[src/rtl/pwrsave_pkg.sv]
package pwrsave_pkg;
  typedef enum logic [1:0] {
    MODE_RUN   = 2'd0,
    MODE_IDLE  = 2'd1,
    MODE_PDOWN = 2'd2
  } lpMode_e;

  typedef struct packed {
    logic cntInc;
    logic cntClr;
    logic wakeFire;
  } lpStrobe_t;
endpackage

[src/rtl/lpControl.sv]
module lpControl
  import pwrsave_pkg::*;
#(
  parameter int NUM_IRQ = 4,
  parameter int IDLE_BIT = 0,
  parameter int PD_BIT = 1
) (
  input  logic               clk,
  input  logic               rstN,
  input  logic               regWrEn,
  input  logic [7:0]         regWrData,
  input  logic [NUM_IRQ-1:0] irqPending,
  input  logic               pinQual,
  input  logic               cntDone,
  output lpMode_e            mode,
  output lpStrobe_t          strb
);
  lpMode_e modeNext;
  logic wakeIdle;
  logic wakePd;

  always_comb begin
    wakeIdle = (mode == MODE_IDLE) && (|irqPending);
    wakePd   = (mode == MODE_PDOWN) && pinQual && cntDone;
    strb.wakeFire = wakeIdle || wakePd;
    strb.cntInc   = (mode == MODE_PDOWN) && pinQual && !wakePd;
    strb.cntClr   = !strb.cntInc;
  end

  always_comb begin
    modeNext = mode;
    unique case (mode)
      MODE_RUN: begin
        if (regWrEn) begin
          if (regWrData[PD_BIT])        modeNext = MODE_PDOWN;
          else if (regWrData[IDLE_BIT]) modeNext = MODE_IDLE;
        end
      end
      MODE_IDLE:  if (wakeIdle) modeNext = MODE_RUN;
      MODE_PDOWN: if (wakePd)   modeNext = MODE_RUN;
      default:    modeNext = MODE_RUN;
    endcase
  end

  always_ff @(posedge clk or negedge rstN) begin
    if (!rstN) mode <= MODE_RUN;
    else       mode <= modeNext;
  end

  AST_PD_PRIORITY: assert property (@(posedge clk) disable iff (!rstN)
    (mode == MODE_RUN && regWrEn && regWrData[PD_BIT]) |=> (mode == MODE_PDOWN));
  AST_PD_HOLDS_UNTIL_COUNT: assert property (@(posedge clk) disable iff (!rstN)
    (mode == MODE_PDOWN && !(pinQual && cntDone)) |=> (mode == MODE_PDOWN));
  AST_IDLE_HOLDS_WITHOUT_IRQ: assert property (@(posedge clk) disable iff (!rstN)
    (mode == MODE_IDLE && !(|irqPending)) |=> (mode == MODE_IDLE));
endmodule

[src/rtl/lpDatapath.sv]
module lpDatapath
  import pwrsave_pkg::*;
#(
  parameter int WAKE_CYCLES = 1024,
  localparam int CNT_W = $clog2(WAKE_CYCLES + 1)
) (
  input  logic      clk,
  input  logic      rstN,
  input  lpMode_e   mode,
  input  lpStrobe_t strb,
  output logic      cntDone,
  output logic      coreClkEn,
  output logic      periphClkEn,
  output logic      strobeForce,
  output logic      aleLevel,
  output logic      psenLevel,
  output logic      wakeAccept
);
  localparam logic [CNT_W-1:0] CNT_LAST = CNT_W'(WAKE_CYCLES - 1);

  logic [CNT_W-1:0] lowCnt;
  logic acceptQ;

  always_ff @(posedge clk or negedge rstN) begin
    if (!rstN)            lowCnt <= '0;
    else if (strb.cntClr) lowCnt <= '0;
    else if (strb.cntInc) lowCnt <= lowCnt + 1'b1;
  end

  always_ff @(posedge clk or negedge rstN) begin
    if (!rstN) acceptQ <= 1'b0;
    else       acceptQ <= strb.wakeFire;
  end

  always_comb begin
    cntDone     = (lowCnt == CNT_LAST);
    coreClkEn   = (mode == MODE_RUN);
    periphClkEn = (mode != MODE_PDOWN);
    strobeForce = (mode != MODE_RUN);
    aleLevel    = (mode == MODE_IDLE);
    psenLevel   = (mode == MODE_IDLE);
    wakeAccept  = acceptQ;
  end

  AST_CNT_IN_RANGE: assert property (@(posedge clk) disable iff (!rstN)
    lowCnt <= CNT_LAST);
  AST_ACCEPT_SINGLE: assert property (@(posedge clk) disable iff (!rstN)
    wakeAccept |=> !wakeAccept);
  AST_ACCEPT_WITH_CORE: assert property (@(posedge clk) disable iff (!rstN)
    wakeAccept |-> coreClkEn);
endmodule

[src/rtl/pwrSaveCtl.sv]
module pwrSaveCtl
  import pwrsave_pkg::*;
#(
  parameter int NUM_IRQ = 4,
  parameter int WAKE_CYCLES = 1024
) (
  input  logic               clk,
  input  logic               rstN,
  input  logic               regWrEn,
  input  logic [7:0]         regWrData,
  input  logic [NUM_IRQ-1:0] irqPending,
  input  logic               extIntN,
  input  logic               extIntEnable,
  input  logic               extIntLevel,
  output logic               coreClkEn,
  output logic               periphClkEn,
  output logic               strobeForce,
  output logic               aleLevel,
  output logic               psenLevel,
  output logic               wakeAccept
);
  lpMode_e   mode;
  lpStrobe_t strb;
  logic      cntDone;
  logic      pinQual;

  assign pinQual = !extIntN && extIntEnable && extIntLevel;

  lpControl #(.NUM_IRQ(NUM_IRQ)) ctrl_i (
    .clk(clk), .rstN(rstN), .regWrEn(regWrEn), .regWrData(regWrData),
    .irqPending(irqPending), .pinQual(pinQual), .cntDone(cntDone),
    .mode(mode), .strb(strb)
  );

  lpDatapath #(.WAKE_CYCLES(WAKE_CYCLES)) dp_i (
    .clk(clk), .rstN(rstN), .mode(mode), .strb(strb), .cntDone(cntDone),
    .coreClkEn(coreClkEn), .periphClkEn(periphClkEn), .strobeForce(strobeForce),
    .aleLevel(aleLevel), .psenLevel(psenLevel), .wakeAccept(wakeAccept)
  );

  AST_PD_CLOCKS_OFF: assert property (@(posedge clk) disable iff (!rstN)
    !periphClkEn |-> (!coreClkEn && strobeForce && !aleLevel && !psenLevel));
endmodule

[config.mk]
export PLATFORM = sky130hd
export DESIGN_NAME = pwrSaveCtl
export DESIGN_NICKNAME = d
export VERILOG_FILES = /design/src/rtl/pwrsave_pkg.sv /design/src/rtl/lpControl.sv /design/src/rtl/lpDatapath.sv /design/src/rtl/pwrSaveCtl.sv
export SDC_FILE = /design/constraint.sdc
export NUM_CORES = 1
export LEC_CHECK = 0
export BUFFER_PORTS_ARGS = -buffer_cell sky130_fd_sc_hd__buf_2
export CELL_PAD_IN_SITES_DETAIL_PLACEMENT = 0
export CELL_PAD_IN_SITES_GLOBAL_PLACEMENT = 2
export CORE_MARGIN = 4
export CORE_UTILIZATION = 31
export CTS_BUF_LIST = sky130_fd_sc_hd__clkbuf_2 sky130_fd_sc_hd__clkbuf_4 sky130_fd_sc_hd__clkbuf_8
export CTS_CLUSTER_SIZE = 30
export DETAILED_ROUTE_END_ITERATION = 10
export PLACE_DENSITY_LB_ADDON = 0.1
export SLEW_MARGIN = 15
export SYNTH_ARGS = -nofsm -noshare
export SYNTH_HDL_FRONTEND = slang
export SYNTH_SLANG_ARGS = --single-unit
[constraint.sdc]
create_clock -name clk -period 2.9 [get_ports clk]
set_input_delay 0.435 -clock clk [delete_from_list [all_inputs] [get_ports clk]]
set_output_delay 0.435 -clock clk [all_outputs]
set_load 0.1 [all_outputs]
==> metrics.txt, run 1 <==
reg-to-reg endpoint dp_i.lowCnt[5]; final worst slack 964 ps; Max-Cap Viols 0; Antenna Cells 0; final net count 109; Worst R2R Start dp_i.lowCnt[0]; worst vdd ir 280 µV; Synth Register Bits 14; final hold violations 0; Arr. time, crit path 1500 ps; Synth Area in Simple Gates 0.284; Worst Tran Pin Value 486 ps; r2r worst-path depth 5; Worst Path Class, Setup reg2out; # port buffers 17; GPL Wtd Cong 0.681; syn avg cell area 9.59 µm²; Leakage 0.000362 µW; via count 520; iteration count of the initial detailed-routing pass 2; Total Wirelength 1300 µm; RSZ-0062 raised after global routing false; Vias/cell 4.48; Worst-path clk slew 80 ps; most frequent cells in the layout buf_2, nor2_1, dfrtp_1, nor3_1, xnor2_1; number of distinct library cells after synthesis 21; fmax 0.517 GHz; minimum clock period 1940 ps; DIE AREA 0.00294 mm²; period utilization 0.667; antenna violations before repair 0; Fin Setup TNS 0 ps; hpwl dp 1000 µm; Critical Path Source Type flop; adder-cell area share of the yosys netlist 0.0189; Core Rows 16; Die X 54.2 µm; post_cts resized 0; synth-to-layout area growth 22.3%; total grt overflow 0; Mapped Area 662 µm²; Final Slew Violations 0; DRC Markers 0; hold_buf cts 0; post-synthesis mux area share 0; YS warnings 0; Initial Utilization 0.331; # Post-CTS Setup Buffers 0; final core utilization 0.404; CP Max Fanout 6; Pwr Density 437 mW/mm²; gr usage total 0.107; H-tree depth 1; core area 0.00200 mm²; crit end category output port; ratio of cells with drive above 1 in the final layout 0.281; vias in the first global route 478; pin count of the biggest net entering global routing 15; Critical Path RT 2470 ps; pre-CTS WS 1260 ps; Min-Delay Path Class in2async; Die Height 54.2 µm; flop2flop setup slack 1270 ps; CTS Buffer Depth 2; Starting DRT DRC Count 5; synthesized net count 88; first-pass GRT wire length 2180 µm; Sink Count 14; Post-Syn Instances 69; status finished, final reports clean; clk root buf clkbuf_4; Num CTS Buffers 3; xor/xnor share of the synthesized area 0.106; compound-gate portion of the synthesized area 0.0340; Clock Latency Late Sink 280 ps; Final ANT Viol Nets 0; TritonCTS clock tree done; num ports 24; WL/cell 11.2 µm; sequential area share after synthesis 0.529; Final setup viols 0; Final Skew 4.19 ps; worst rel slew slack 0.678; commonest non-fill, non-tap cell in the layout buf_2; main combinational cell family by area after synthesis simple AND/OR/NAND/NOR gates; Fill cells 220
[Yosys cell counts]
cell type | number | area [µm²]
nand3_1 | 5 | 25.0
ha_1 | 1 | 12.5
dfrtp_1 | 14 | 350
nand2b_1 | 1 | 6.26
nand2_1 | 3 | 11.3
or3_1 | 1 | 6.26
xnor2_1 | 6 | 52.6
inv_1 | 3 | 11.3
a21oi_1 | 1 | 5.00
buf_4 | 1 | 7.51
nand4_1 | 1 | 6.26
and3_1 | 1 | 6.26
a32oi_1 | 1 | 8.76
or4_4 | 1 | 11.3
or2_2 | 1 | 6.26
nor3_1 | 6 | 30.0
o32ai_1 | 1 | 8.76
nand2_2 | 2 | 12.5
xor2_1 | 2 | 17.5
nor2_1 | 16 | 60.1
nor4_1 | 1 | 6.26
[registers in the layout, indices dropped and copies added, names as in the netlist]
name and count:
dp_i.wakeAccept 1, ctrl_i.mode 2, dp_i.lowCnt 11
[worst max-delay path by stage]
stage	from	end	slack, ps	cells past startpoint
floorplan	ctrl_i.mode[0]	psenLevel	250	3
global placement	dp_i.lowCnt[0]	dp_i.lowCnt[9]	1270	5
detailed placement	ctrl_i.mode[1]	coreClkEn	1260	3
CTS	ctrl_i.mode[1]	coreClkEn	940	3
global route	ctrl_i.mode[1]	coreClkEn	870	3
finish	ctrl_i.mode[1]	coreClkEn	960	3
[through the flow]
| stage | cell area, µm² | hold slack (ps) | power [µW] | instances |
|---|---|---|---|---|
| 6_report | 810 | 34.6 | 353 | 116 |
| 5_1_grt | 810 | 45.2 | 372 | 116 |
| 4_1_cts | 810 | 38.3 | 362 | 116 |
| 3_5_place_dp | 773 | 354 | 220 | 112 |
| 3_3_place_gp | 773 | 353 | 220 | 112 |
| 2_1_floorplan | 662 | 139 | 207 | 69 |
[critical path: stages, from the launching register on]
cell,delay (ps)
dfrtp_1,440
or2_2,320
inv_1,50
buf_2,410
[routing by layer]
layer / track usage / routed length (µm) / vias to the layer above
met3: 0.0499 / 74 / 2
met5: 0 / 0 / -
met4: 0.0373 / 17 / 0
met1: 0.147 / 620 / 235
li1: - / - / 272
met2: 0.143 / 591 / 11
[cell type report]
class                   instances  area, µm²  share of cell area
repair buffers                 17       85.1               0.105
multi-input cells              51        293               0.362
flip-flops and latches         14        350               0.433
well taps                      27       33.8              0.0417
inverters                       3       11.3              0.0139
clock buffers                   4       36.3              0.0448
[power breakdown]
group / internal (µW) / total, µW / switching [µW]
Clock: 76.3 / 138 / 62.0
Sequential: 196 / 197 / 0.660
Combinational: 7.36 / 18.5 / 11.1
[cell families after synthesis]
group / after synthesis
AOI/OAI and AO/OA: 3
xor gates and xnor gates: 8
adders and majority gates: 1
buffers and inverters: 4
DFF: 14
and+or+nand+nor: 39
Power figures use the tool's default switching activity.
==> inputs of run 2 (changes only) <==
--- a/config.mk
+++ b/config.mk
@@ -5,11 +5,12 @@
 export SDC_FILE = /design/constraint.sdc
 export NUM_CORES = 1
 export LEC_CHECK = 0
+export ABC_AREA = 1
 export BUFFER_PORTS_ARGS = -buffer_cell sky130_fd_sc_hd__buf_2
 export CELL_PAD_IN_SITES_DETAIL_PLACEMENT = 0
 export CELL_PAD_IN_SITES_GLOBAL_PLACEMENT = 2
 export CORE_MARGIN = 4
-export CORE_UTILIZATION = 31
+export CORE_UTILIZATION = 30
 export CTS_BUF_LIST = sky130_fd_sc_hd__clkbuf_2 sky130_fd_sc_hd__clkbuf_4 sky130_fd_sc_hd__clkbuf_8
 export CTS_CLUSTER_SIZE = 30
 export DETAILED_ROUTE_END_ITERATION = 10
==> constraint.sdc (replaced) <==
create_clock -name clk -period 1.97 [get_ports clk]
set_input_delay 0.2955 -clock clk [delete_from_list [all_inputs] [get_ports clk]]
set_output_delay 0.2955 -clock clk [all_outputs]
set_load 0.1 [all_outputs]
==> metrics.txt, run 2 <==
sequential area share after synthesis 0.452; Worst R2R Start dp_i.lowCnt[0]; Top FF cell, synth dfrtp_1; total grt overflow 0; Post-Syn Instances 85; synth-to-layout area growth 22.1%; final hold violations 0; most frequent cells in the layout nor2_1, buf_2, dfrtp_1, nand2_1, inv_1; critical-path cell list inv_1, nor2_2, buf_2; Final Slew Violations 0; asr flop ratio synth 1.00; Arr. time, crit path 1370 ps; hold endpoint ctrl_i.mode[1]; final net count 126; DIE AREA 0.00346 mm²; Num CTS Buffers 3; # port buffers 17; Synth area leader dfrtp_1; Sink Count 14; Fill cells 260; compound-gate portion of the synthesized area 0.0742; Vias/cell 4.47; hpwl dp 1150 µm; Net Sw Frac 0.544; Worst-path clk slew 90 ps; first-pass GRT wire length 2600 µm; minimum clock period 1660 ps; Core Rows 18; YS warnings 0; worst rel slew slack 0.675; Initial Utilization 0.313; r2r worst-path depth 6; slowest stage delay, CP 450 ps; worst path bufs/invs 2; number of flip-flops in the largest register 11; Most flops, register dp_i.lowCnt; Pwr Density 1220 mW/mm²; adder-cell area share of the yosys netlist 0.0161; Clock Latency Late Sink 280 ps; crit end category output port; via count 608; Final ANT Viol Nets 0; CTS Buffer Depth 2; hold_ws 293 ps; Crit path max-delay family buffers and inverters; gr usage total 0.0989; Worst Tran Pin Value 491 ps; CP max-delay cell buf_2; Leakage 0.000440 µW; pin count of the biggest net entering global routing 15; iteration count of the initial detailed-routing pass 3; post-synthesis mux area share 0; Area contributors post-synth dfrtp_1, nor2_1, nand2_1, nor3b_2, inv_1; # Post-CTS Setup Buffers 0; Post-synth top cells nor2_1, dfrtp_1, nand2_1, inv_1; cell with the most instances after synthesis nor2_1; Mapped Area 776 µm²; Min-Delay Path Class in2reg; Critical Path RT 1670 ps; Final setup viols 0; ratio of cells with drive above 1 in the final layout 0.358; fmax 0.601 GHz; DRC Markers 0; xor/xnor share of the synthesized area 0.0339; Clock power frac 0.183; top-area cell type share of the netlist area 0.452; flop2flop setup slack 650 ps; internal power 527 µW; number of distinct library cells after synthesis 25; antenna violations before repair 0; number of flops mapped to enable cells by yosys 0; Critical Path Source Type flop; worst hold start regWrData[1]; period utilization 0.844; Layout Cell Area excl Fill 947 µm²; Starting DRT DRC Count 17; Synth Register Bits 14; syn avg cell area 9.13 µm²; Flop pwr share 0.289; num ports 24; vias in the first global route 637; Total Wirelength 1440 µm; CP Max Fanout 4; TritonCTS clock tree done; WL/cell 10.6 µm; synthesized net count 104; Worst Path Class, Setup reg2out; GPL Wtd Cong 0.673; worst vdd ir 1330 µV; Hold Crit Depth 3; P_sw 629 µW; combinational power share 0.528; reg-to-reg endpoint ctrl_i.mode[1]; H-tree depth 1; Antenna Cells 0; main combinational cell family by area after synthesis simple AND/OR/NAND/NOR gates; Die X 58.9 µm; RSZ-0062 raised after global routing false; core area 0.00248 mm²; Synth Area in Simple Gates 0.365; status finished, final reports clean; clk root buf clkbuf_4; Post-DP Area 901 µm²; Max-Cap Viols 0; Die Height 58.9 µm; Final Skew 1.26 ps
-- run 2: cell count changes after synthesis, sizes merged, moves of 3 or more --
cell / previous run / this run
inv: 3 / 9
nand2: 5 / 15
nor2: 16 / 23
nor3: 6 / 2
nor3b: 0 / 3
xnor2: 6 / 1
-- run 2: tightest hold or removal path: cells and delay by family --
kind	cells	cell delay, ps
compound gates	1	70
simple gates	1	60
buf+inv	1	110
-- run 2: area by class of cell --
| type | instances | area [µm²] | share of cell area |
|---|---|---|---|
| Multi-Input combinational cell | 60 | 389 | 0.411 |
| Sequential cell | 14 | 350 | 0.370 |
| Timing Repair Buffer | 18 | 95.1 | 0.100 |
| Inverter | 10 | 38.8 | 0.0410 |
| Tap cell | 30 | 37.5 | 0.0396 |
| Clock buffer | 4 | 36.3 | 0.0383 |
-- run 2: how the worst max path moves through the flow --
stage | start | endpoint | slack, ps | depth (start not counted)
after floorplan | ctrl_i.mode[1] | ctrl_i.mode[1] | -120 | 5
after global placement | ctrl_i.mode[0] | psenLevel | 620 | 3
after detailed placement | ctrl_i.mode[0] | aleLevel | 610 | 3
after CTS | ctrl_i.mode[0] | aleLevel | 290 | 3
after global routing | ctrl_i.mode[0] | aleLevel | 210 | 3
final | ctrl_i.mode[0] | aleLevel | 310 | 3
-- run 2: kinds of logic (layout without fill, tap and decap cells) --
logic type               count (synthesis)  in the layout
adder cells (fa/ha/maj)                  1              1
XOR/XNOR                                 3              3
AO/OA/AOI/OAI                            7              7
buffers and inverters                   11             32
flip-flops                              14             14
AND/OR/NAND/NOR                         49             49
-- run 2: through the flow --
stage	total power (µW)	TNS, ps	utilization	instances	worst slack [ps]
after CTS	1170	0	0.382	136	287
after global placement	956	0	0.364	131	622
after global routing	1200	0	0.382	136	207
after detailed placement	955	0	0.364	131	614
final	1160	0	0.382	136	307
after floorplan	873	-277	-	85	-116
-- run 2: what timing repair did --
action	4_1_cts	5_1_grt
setup endpoints to repair	0	0
hold buffers	1	0
hold endpoints to repair	14	0
gates resized for setup	0	0
-- run 2: power groups by stage --
stage	Combinational (µW)	Clock (µW)	Sequential [µW]
6_report	611	211	335
5_1_grt	636	230	339
4_1_cts	617	220	335
3_5_place_dp	614	0	341
3_3_place_gp	616	0	340
2_1_floorplan	490	0	383
-- run 2: routing by layer --
metal | vias up | wire (µm) | global-route usage
met5 | - | 0 | 0
met4 | 0 | 14 | 0.0291
met3 | 2 | 75 | 0.0395
met2 | 12 | 698 | 0.172
met1 | 284 | 655 | 0.111
li1 | 310 | - | -
==> inputs of run 3 (changes only) <==
--- a/config.mk
+++ b/config.mk
@@ -10,7 +10,7 @@
 export CELL_PAD_IN_SITES_DETAIL_PLACEMENT = 0
 export CELL_PAD_IN_SITES_GLOBAL_PLACEMENT = 2
 export CORE_MARGIN = 4
-export CORE_UTILIZATION = 30
+export CORE_UTILIZATION = 27
 export CTS_BUF_LIST = sky130_fd_sc_hd__clkbuf_2 sky130_fd_sc_hd__clkbuf_4 sky130_fd_sc_hd__clkbuf_8
 export CTS_CLUSTER_SIZE = 30
 export DETAILED_ROUTE_END_ITERATION = 10
==> constraint.sdc (replaced) <==
create_clock -name clk -period 1.4 [get_ports clk]
set_input_delay 0.21 -clock clk [delete_from_list [all_inputs] [get_ports clk]]
set_output_delay 0.21 -clock clk [all_outputs]
set_load 0.1 [all_outputs]
==> metrics.txt, run 3 (synthesized netlist as in run 2, its figures left out) <==
CTS Buffer Depth 2; termination of the worst setup path aleLevel; total grt overflow 0; # port buffers 17; ratio of cells with drive above 1 in the final layout 0.423; Worst Tran Pin Value 485 ps; Initial Utilization 0.281; final net count 131; Final Skew 1.48 ps; final hold violations 0; Final Power 1920 µW; Critical Path Source Type flop; clk root buf clkbuf_4; Core Rows 19; num ports 24; Worst R2R Start dp_i.lowCnt[0]; Most flops, register dp_i.lowCnt; Fin Setup TNS 0 ps; hpwl dp 1240 µm; Max-Cap Viols 0; pin count of the biggest net entering global routing 15; placed insts 133; iteration count of the initial detailed-routing pass 3; crit end category output port; Die X 61.6 µm; Worst-path clk slew 90 ps; RSZ-0062 raised after global routing true; Die Height 61.6 µm; CP max-delay cell dfrtp_1; hold_ws 200 ps; H-tree depth 1; Final setup viols 0; Arr. time, crit path 1180 ps; commonest non-fill, non-tap cell in the layout nor2_1; first-pass GRT wire length 2740 µm; most frequent cells in the layout nor2_1, dfrtp_1, nand2_1, buf_2, inv_1; Non-Filler Instances 142; r2r worst-path depth 7; Critical Path RT 1190 ps; DIE AREA 0.00379 mm²; Levels on crit path 4; Antenna Cells 0; Sink Count 14; number of flip-flops in the largest register 11; period utilization 0.995; slowest stage delay, CP 420 ps; critical-path cell list inv_1, nor2_2, buf_6, buf_12; Total Wirelength 1540 µm; fmax 0.718 GHz; Crit path max-delay family flip-flops; worst path bufs/invs 3; status finished, final reports clean; GPL Wtd Cong 0.692; Clock Latency Late Sink 280 ps; TritonCTS clock tree done; synth-to-layout area growth 37.7%; vias in the first global route 654; gr usage total 0.0986; Min-Delay Path Class in2reg; worst vdd ir 1470 µV; reg-to-reg endpoint dp_i.lowCnt[6]; WL/cell 10.9 µm; crit path from ctrl_i.mode[0]; CP Max Fanout 3; Num CTS Buffers 3; Final Slew Violations 0; Leakage 0.000488 µW; antenna violations before repair 0; DRC Markers 0; Final ANT Viol Nets 0; core area 0.00276 mm²; Worst Path Class, Setup reg2out; minimum clock period 1390 ps; Vias/cell 4.32; Starting DRT DRC Count 23; final core utilization 0.387; Pwr Density 1790 mW/mm²; worst rel slew slack 0.679; flop2flop setup slack 90 ps; via count 614
==> run 3: per-layer routing <==
metal  wire, µm  up-vias  global-route usage
met2        755       13               0.164
li1           -      321                   -
met3        119        2              0.0482
met4         13        0              0.0273
met1        655      278               0.112
met5          0        -                   0
==> run 3: what timing repair did <==
action,CTS,global route
hold buffers,1,0
setup endpoints to repair,4,16
buffers inserted,1,3
hold endpoints to repair,14,0
gates resized for setup,3,2
pin swaps,1,3
==> run 3: how the worst min path moves through the flow <==
stage	to	depth (start not counted)	slack (ps)	startpoint
floorplan	ctrl_i.mode[0]	0	-90	rstN
global placement	dp_i.wakeAccept	1	130	rstN
detailed placement	dp_i.wakeAccept	1	140	rstN
CTS	ctrl_i.mode[0]	4	200	regWrData[1]
global route	ctrl_i.mode[1]	3	200	regWrData[1]
finish	ctrl_i.mode[1]	3	200	regWrData[1]
==> run 3: worst min-delay path, cell delays in order <==
cell and delay (ps):
buf_2 110, nand2_1 50, a21boi_0 70
==> run 3: final cells by class <==
class	instances	area (µm²)
fillers	296	1690
repair buffers	23	211
flip-flops and latches	14	352
multi-input cells	60	392
well taps	31	38.8
clock buffers	4	36.3
inverters	10	38.8
==> run 3: through the flow <==
stage          area [µm²]  setup slack [ps]
6_report             1070              7.43
5_1_grt              1070             -74.1
4_1_cts              1040             -13.8
3_5_place_dp          985              53.4
3_3_place_gp          985              58.1
2_1_floorplan         786              -686
==> run 3: power by group <==
part	internal, µW	switching, µW
Sequential	439	35.2
Clock	158	133
Combinational	385	768
Total	981	936
